[src/rtl/sqclk_pkg.sv]
package sqclk_pkg;

    // State of the rate prescaler
    typedef struct packed {
        logic phase;
    } pre_st_t;

    // State of the output stage
    typedef struct packed {
        logic tog;
        logic flag;
    } out_st_t;

    localparam pre_st_t PRE_RST = '{phase: 1'b0};
    localparam out_st_t OUT_RST = '{tog: 1'b0, flag: 1'b0};

endpackage

[src/rtl/sqclk_prescale.sv]
module sqclk_prescale
    import sqclk_pkg::*;
(
    input  logic clk,
    input  logic rst,
    input  logic run,
    input  logic full_rate,
    output logic tick
);
    pre_st_t st_d, st_q;

    always_comb begin
        st_d = st_q;
        tick = 1'b0;
        if (!run) begin
            st_d.phase = 1'b0;
        end else begin
            st_d.phase = ~st_q.phase;
            tick       = full_rate ? 1'b1 : st_q.phase;
        end
    end

    always_ff @(posedge clk) begin
        if (rst) st_q <= PRE_RST;
        else     st_q <= st_d;
    end
endmodule

[src/rtl/sqclk_counter.sv]
module sqclk_counter #(
    parameter int CNT_W = 16
) (
    input  logic             clk,
    input  logic             rst,
    input  logic             run,
    input  logic             tick,
    input  logic [CNT_W-1:0] reload,
    output logic             wrap,
    output logic [CNT_W-1:0] cnt
);
    localparam logic [CNT_W-1:0] CNT_MAX = {CNT_W{1'b1}};

    typedef struct packed {
        logic [CNT_W-1:0] cnt;
    } cnt_st_t;

    cnt_st_t st_d, st_q;

    always_comb begin
        st_d = st_q;
        wrap = 1'b0;
        if (!run) begin
            st_d.cnt = reload;
        end else if (tick) begin
            if (st_q.cnt == CNT_MAX) begin
                wrap     = 1'b1;
                st_d.cnt = reload;
            end else begin
                st_d.cnt = st_q.cnt + 1'b1;
            end
        end
    end

    always_ff @(posedge clk) begin
        if (rst) st_q <= '0;
        else     st_q <= st_d;
    end

    assign cnt = st_q.cnt;
endmodule

[src/rtl/sqclk_outstage.sv]
module sqclk_outstage
    import sqclk_pkg::*;
(
    input  logic clk,
    input  logic rst,
    input  logic run,
    input  logic wrap,
    input  logic clr,
    output logic tog,
    output logic flag
);
    out_st_t st_d, st_q;

    always_comb begin
        st_d = st_q;
        if (!run)      st_d.tog = 1'b0;
        else if (wrap) st_d.tog = ~st_q.tog;
        // set has priority over clear
        if (wrap)      st_d.flag = 1'b1;
        else if (clr)  st_d.flag = 1'b0;
    end

    always_ff @(posedge clk) begin
        if (rst) st_q <= OUT_RST;
        else     st_q <= st_d;
    end

    assign tog  = st_q.tog;
    assign flag = st_q.flag;
endmodule

[src/rtl/sqclk_gen.sv]
module sqclk_gen #(
    parameter int CNT_W = 16
) (
    input  logic             clk,
    input  logic             rst,
    input  logic             src_full_rate,
    input  logic             cap_mode,
    input  logic             out_en,
    input  logic [CNT_W-1:0] reload_val,
    input  logic             flag_clr,
    input  logic             irq_ignore,
    output logic             clk_out,
    output logic             ovf_flag,
    output logic             irq_req
);
    logic             run;
    logic             tick;
    logic             wrap;
    logic [CNT_W-1:0] cnt;

    assign run = ~cap_mode & out_en;

    sqclk_prescale u_pre (
        .clk       (clk),
        .rst       (rst),
        .run       (run),
        .full_rate (src_full_rate),
        .tick      (tick)
    );

    sqclk_counter #(.CNT_W(CNT_W)) u_cnt (
        .clk    (clk),
        .rst    (rst),
        .run    (run),
        .tick   (tick),
        .reload (reload_val),
        .wrap   (wrap),
        .cnt    (cnt)
    );

    sqclk_outstage u_out (
        .clk  (clk),
        .rst  (rst),
        .run  (run),
        .wrap (wrap),
        .clr  (flag_clr),
        .tog  (clk_out),
        .flag (ovf_flag)
    );

    assign irq_req = ovf_flag & ~irq_ignore;
endmodule

[config.mk]
export PLATFORM = sky130hd
export DESIGN_NAME = sqclk_gen
export DESIGN_NICKNAME = d
export VERILOG_FILES = /design/src/rtl/sqclk_pkg.sv /design/src/rtl/sqclk_prescale.sv /design/src/rtl/sqclk_counter.sv /design/src/rtl/sqclk_outstage.sv /design/src/rtl/sqclk_gen.sv
export SDC_FILE = /design/constraint.sdc
export NUM_CORES = 1
export LEC_CHECK = 0
export BUFFER_PORTS_ARGS = -buffer_cell sky130_fd_sc_hd__buf_2
export CAP_MARGIN = 5
export CORE_MARGIN = 5
export CORE_UTILIZATION = 53
export CTS_BUF_LIST = sky130_fd_sc_hd__clkbuf_8 sky130_fd_sc_hd__clkbuf_16
export DETAILED_ROUTE_END_ITERATION = 16
export GPL_TIMING_DRIVEN = 0
export HOLD_SLACK_MARGIN = 0.1
export PLACE_DENSITY = 0.78
export SETUP_SLACK_MARGIN = 0.5
export SLEW_MARGIN = 20
export SYNTH_ARGS = -nofsm -noshare
export SYNTH_HDL_FRONTEND = slang
export SYNTH_SLANG_ARGS = --single-unit
[constraint.sdc]
create_clock -name clk -period 2.1 [get_ports clk]
set_input_delay 0.42 -clock clk [delete_from_list [all_inputs] [get_ports clk]]
set_output_delay 0.42 -clock clk [all_outputs]
set_load 0.005 [all_outputs]
### Word-level counts from Yosys, hierarchy flattened

Cells that the tools add are included.
Widths: inputs -> output; s select.

* register bits after elaboration: 19
* bits of input ports: 23
* output and inout port bits: 3
* logic and storage cells: 26

* $add $sub $neg: 1
* equality and inequality tests: 2
* muxes and demuxes: 10
* bitwise gates (word level): 7
* reduce and logical (&&, ||, !) cells: 2

Operators with widths (number)
* $mux 16: 3
* $add 16x1->16 const B: 1
* $eq 16x16->1 const B: 1
* $mux 1: 7
* $not 1->1: 5
* $and 1x1->1: 2
* $ne 2x2->1 const B: 1
* $reduce_bool 2->1: 1
* $reduce_or 2->1: 1

### Logic depth before layout (Yosys ltp)

* depth in word-level cells: 6
* mapped depth: 7
* gate-level depth less buffers: 6

### By module

Synthesis repeated with hierarchy kept, for this count alone.

* cell total of the unflattened synthesis: 152
* area total of the unflattened synthesis: 1260.0 µm²

Modules (own cells, without submodules)
* sqclk_counter: times used 1, cells an instance 140, area each 1116.1 µm², seq. area each 320.3 µm²
* sqclk_outstage: times used 1, cells an instance 7, area each 76.3 µm², seq. area each 40.0 µm²
* sqclk_prescale: times used 1, cells an instance 3, area each 40.0 µm², seq. area each 20.0 µm²
* sqclk_gen: times used 1, cells an instance 2, area each 27.5 µm², seq. area each 0.0 µm²

### Worst setup path before layout

No wires, ideal clock.

* path kind: flip-flop to flip-flop
* from: reg u_cnt.st_q (netlist bit u_cnt.cnt[0])
* to: reg u_out.st_q (netlist bit u_out.tog)
* arrival time: 1.682 ns
* setup slack: 0.301 ns
* cell stages (with the launch flop): 7
* buffers on the path: 0
* cell sequence: dfxtp_1 ha_1 nand4_4 or4_4 nor2_4 xnor2_1 nor3_2

* cells in the longest elaborated chain, start to end: 4

Ends and longest elaborated chain
* start: declaration: line sqclk_counter.sv:18 `cnt_st_t st_d, st_q;`
* start signal: assignment: line sqclk_counter.sv:37 `else st_q <= st_d;`
* $eq 16x16->1: line sqclk_counter.sv:26 `if (st_q.cnt == CNT_MAX) begin`
* $mux 1: line sqclk_counter.sv:26
* $mux 1: line sqclk_counter.sv:25 `end else if (tick) begin`
* $mux 1: line sqclk_counter.sv:23 `if (!run) begin`
* end signal: assignment: line sqclk_outstage.sv:25 `else st_q <= st_d;`
* end: declaration: line sqclk_outstage.sv:12 `out_st_t st_d, st_q;`

Every way passes these cells.
A chain may end at the register's enable or synchronous reset.

### Final worst setup path

* from: reg u_cnt.st_q (netlist bit u_cnt.cnt[12])
* to: reg u_cnt.st_q (netlist bit u_cnt.cnt[5])

* cells in the longest elaborated chain, start to end: 4

Ends and longest elaborated chain (line)
* $eq 16x16->1: sqclk_counter.sv:26
* $mux 16: sqclk_counter.sv:26
* $mux 16: sqclk_counter.sv:25
* $mux 16: sqclk_counter.sv:23

Every way passes these cells. The select of a mux whose other input is x is not followed.

==> flow_metrics.tcl <==
set metrics [dict create \
    status "complete, no violations" \
    clk_latency_ps 260 \
    die_area_sq_um 3430 \
    cts_tree "built" \
    final_hold_viol_count 0 \
    slew_viol_final 0 \
    cts_hold_buf 0 \
    pwr-share-seq 0.480 \
    path_cells "nand4_1 -> nor4_4 -> buf_4 -> nor2_4 -> buf_8 -> a32oi_1 -> a31oi_1" \
    synth_edf_count 0 \
    hold_end "u_cnt.cnt[12]$_SDFFE_PP0P_" \
    final.period_utilization 0.839 \
    drive_above_1_share 0.513 \
    r2r_cells 7 \
    met2_length_mm 2.06 \
    clock-sinks 19 \
    combPwrFrac 0.207 \
    num_rows 17 \
    async_flop_share 0 \
    initial_utilization 0.559 \
    io_buffers 24 \
    cp.buffers_inverters 2 \
    track_usage 0.242 \
    via_per_inst 6.63 \
    synth.area.top_cells "dfxtp_1 (30%), nand2_1 (5.7%), nand3_1 (4.8%)" \
    first_pass_iters 5 \
    n_fill_cell 141 \
    cts_root_buffer "clkbuf_8" \
    top_layer_used "met4" \
    grt_pass1_vias 1396 \
    antenna_found_initial 0 \
    drv_cap 0 \
    critPathMaxFanout 5 \
    wl_per_cell_microns 19.6 \
    synthMuxAreaShare 0.00802 \
    die_h_microns 58.5 \
    dpl.cell_count 207 \
    p_sw_frac 0.314 \
    synth.net_count 179 \
    area_growth_pct 43.5 \
    met3_length_microns 528 \
    hold-worst-slack_ps 399 \
    finalSetupTns_ps 0 \
    powerDensity_nw_per_um2 492 \
    p_leak_nw 0.671 \
    core_area_sq_um 2230 \
    ys.flop_type "dfxtp_1" \
    synth-seq-area-share 0.305 \
    max-slew-margin-rel 0.574 \
    synth_top_area_share 0.305 \
    grt_max_degree 12 \
    synth_common_cells "dfxtp_1 (19), nand2_1 (19), nand3_1 (12)" \
    avgSynthCellArea_sq_um 8.06 \
    hpwl_mm 2.48 \
    synth_top_family_by_area "simple AND/OR/NAND/NOR gates" \
    die_x_microns 58.5 \
    cp_data_arrival_time_ps 1900 \
    synth_fa_ha_area_frac 0.0100 \
    syn_inst 155 \
    fin_crit_ps 1760 \
    synth_compound_area_frac 0.206 \
    cts_made_buffers 3 \
    synth-seq-cells 19 \
    synthSimpleGateAreaFrac 0.395 \
    wirelength_met1_mm 1.70 \
    reg2reg_from "u_cnt.cnt[12]$_SDFFE_PP0P_" \
    rr_endpoint "u_cnt.cnt[5]$_SDFFE_PP0P_" \
    synth_cell_types 53 \
    worstMarginPinSlew_ps 636 \
    clockPowerShare 0.313 \
    yosys_warnings 0 \
    synth-xor-area-share 0.0140 \
    routed_wirelength_mm 4.41 \
    required_ps 2230 \
    hp-class "in2reg" \
    yosysTopAreaCell "dfxtp_1" \
    r2r_setup_slack_ps 340 \
    internal-power_mw 0.605 \
    endpoint_kind "register" \
    min_from "rst" \
    place_area_sq_um 1430 \
    fin_util 0.802 \
    layoutNonFillerInstCount 225 \
    hold_depth 2 \
    rsz0062_at_grt "true" \
    switchingPower_mw 0.277 \
    crit_path_start_kind "register" \
    drt_iter0_drc 97 \
    finClkSkew_ps 2.64 \
    io-pin-count 26 \
    insertedDiodeCount 0 \
    vias 1491 \
    setup_violations 0 \
    fmax_mhz 567 \
    slowest_delay_ps 430 \
    gp_congestion 0.898 \
    crit_family "simple AND/OR/NAND/NOR gates" \
    drcViolationCount 0 \
    crit_slowest_cell "dfxtp_1" \
    path_clk_slew_ps 80 \
    ant_nets 0 \
    htree_num_levels 1 \
    globalRouteOverflowTotal 0 \
    vdd_ir_drop_max_v 0.000418 \
    stdcell_area_sq_um 1790 \
    clockBufferDepth 2 \
    netlist_area_sq_um 1250 \
    worst-setup-path-type "reg2reg" \
    nNetsFinal 222 \
    grt_pass1_wl_mm 6.49 \
]
[cells in the final DEF, fill, tap and decap left out, types with 5 or more instances in the layout]
| cell | netlist | layout |
|---|---|---|
| buf_4 | 1 | 10 |
| nand3_1 | 12 | 9 |
| a31oi_1 | 7 | 7 |
| dfxtp_1 | 19 | 6 |
| nor3_1 | 9 | 6 |
| buf_2 | 0 | 24 |
| nand2_1 | 19 | 17 |
| clkbuf_8 | 2 | 5 |
| nor2_1 | 9 | 8 |
| buf_6 | 1 | 6 |
| dfxtp_2 | 0 | 9 |
[final cells by class]
class                           instances  area, sq um  area share
Sequential cell                        19          407       0.227
Clock inverter                          1         5.00     0.00279
Multi-Input combinational cell        124          948       0.529
Buffer                                  9         90.1      0.0503
Clock buffer                            3         41.3      0.0230
Tap cell                               28         35.0      0.0196
Timing Repair Buffer                   38          254       0.142
Inverter                                3         11.3     0.00628
[routing by layer]
layer | GRT usage | up-vias
met4 | 0.0993 | 0
met2 | 0.389 | 115
met1 | 0.300 | 685
met5 | 0 | -
li1 | - | 673
met3 | 0.0702 | 18
[worst max path at each step]
stage / from / endpoint / slack [ps] / cells after the start
floorplan: u_cnt.cnt[1]$_SDFFE_PP0P_ / u_cnt.cnt[6]$_SDFFE_PP0P_ / 510 / 5
global placement: u_cnt.cnt[10]$_SDFFE_PP0P_ / u_cnt.cnt[11]$_SDFFE_PP0P_ / 250 / 7
detailed placement: out_en / u_cnt.cnt[8]$_SDFFE_PP0P_ / 220 / 7
CTS: u_cnt.cnt[0]$_SDFFE_PP0P_ / u_cnt.cnt[4]$_SDFFE_PP0P_ / 370 / 7
global route: u_cnt.cnt[12]$_SDFFE_PP0P_ / u_cnt.cnt[5]$_SDFFE_PP0P_ / 290 / 7
finish: u_cnt.cnt[12]$_SDFFE_PP0P_ / u_cnt.cnt[5]$_SDFFE_PP0P_ / 340 / 7
[worst register-to-register path, stage by stage, from the launching register on]
cell,delay (ps)
dfxtp_1,430
nand4_1,210
nor4_4,340
buf_4,190
nor2_4,50
buf_8,130
a32oi_1,180
a31oi_1,90
[flip-flops by register name, summed over array words and instances, names as in the netlist]
| signal | count |
|---|---|
| u_cnt.cnt | 16 |
| u_out.flag | 1 |
| u_out.tog | 1 |
| u_pre.st_q | 1 |
[cell families (layout without fill, tap and decap cells)]
group | after synthesis | after routing
xor gates and xnor gates | 2 | 2
AOI/OAI and AO/OA | 37 | 37
muxes | 1 | 1
and+or+nand+nor | 83 | 83
buffers and inverters | 12 | 54
DFF | 19 | 19
adders and majority gates | 1 | 1
[per-stage QoR]
| step | worst slack [ps] | power (mW) |
|---|---|---|
| floorplan | 514 | 0.506 |
| global placement | 252 | 0.550 |
| detailed placement | 222 | 0.556 |
| CTS | 371 | 0.835 |
| global route | 286 | 0.916 |
| finish | 337 | 0.882 |
[timing repair]
action / CTS / global route
gates resized for setup: 24 / 36
setup buffers: 7 / 5
pin swaps: 10 / 18
setup endpoints to repair: 18 / 18
gates cloned: 1 / 1
[power groups by stage]
stage / sequential (mW) / clock [mW] / combinational [mW]
floorplan: 0.419 / 0 / 0.0870
global placement: 0.426 / 0 / 0.124
detailed placement: 0.427 / 0 / 0.129
CTS: 0.417 / 0.267 / 0.151
global route: 0.427 / 0.294 / 0.196
finish: 0.423 / 0.276 / 0.183
Power figures use the tool's default switching activity.
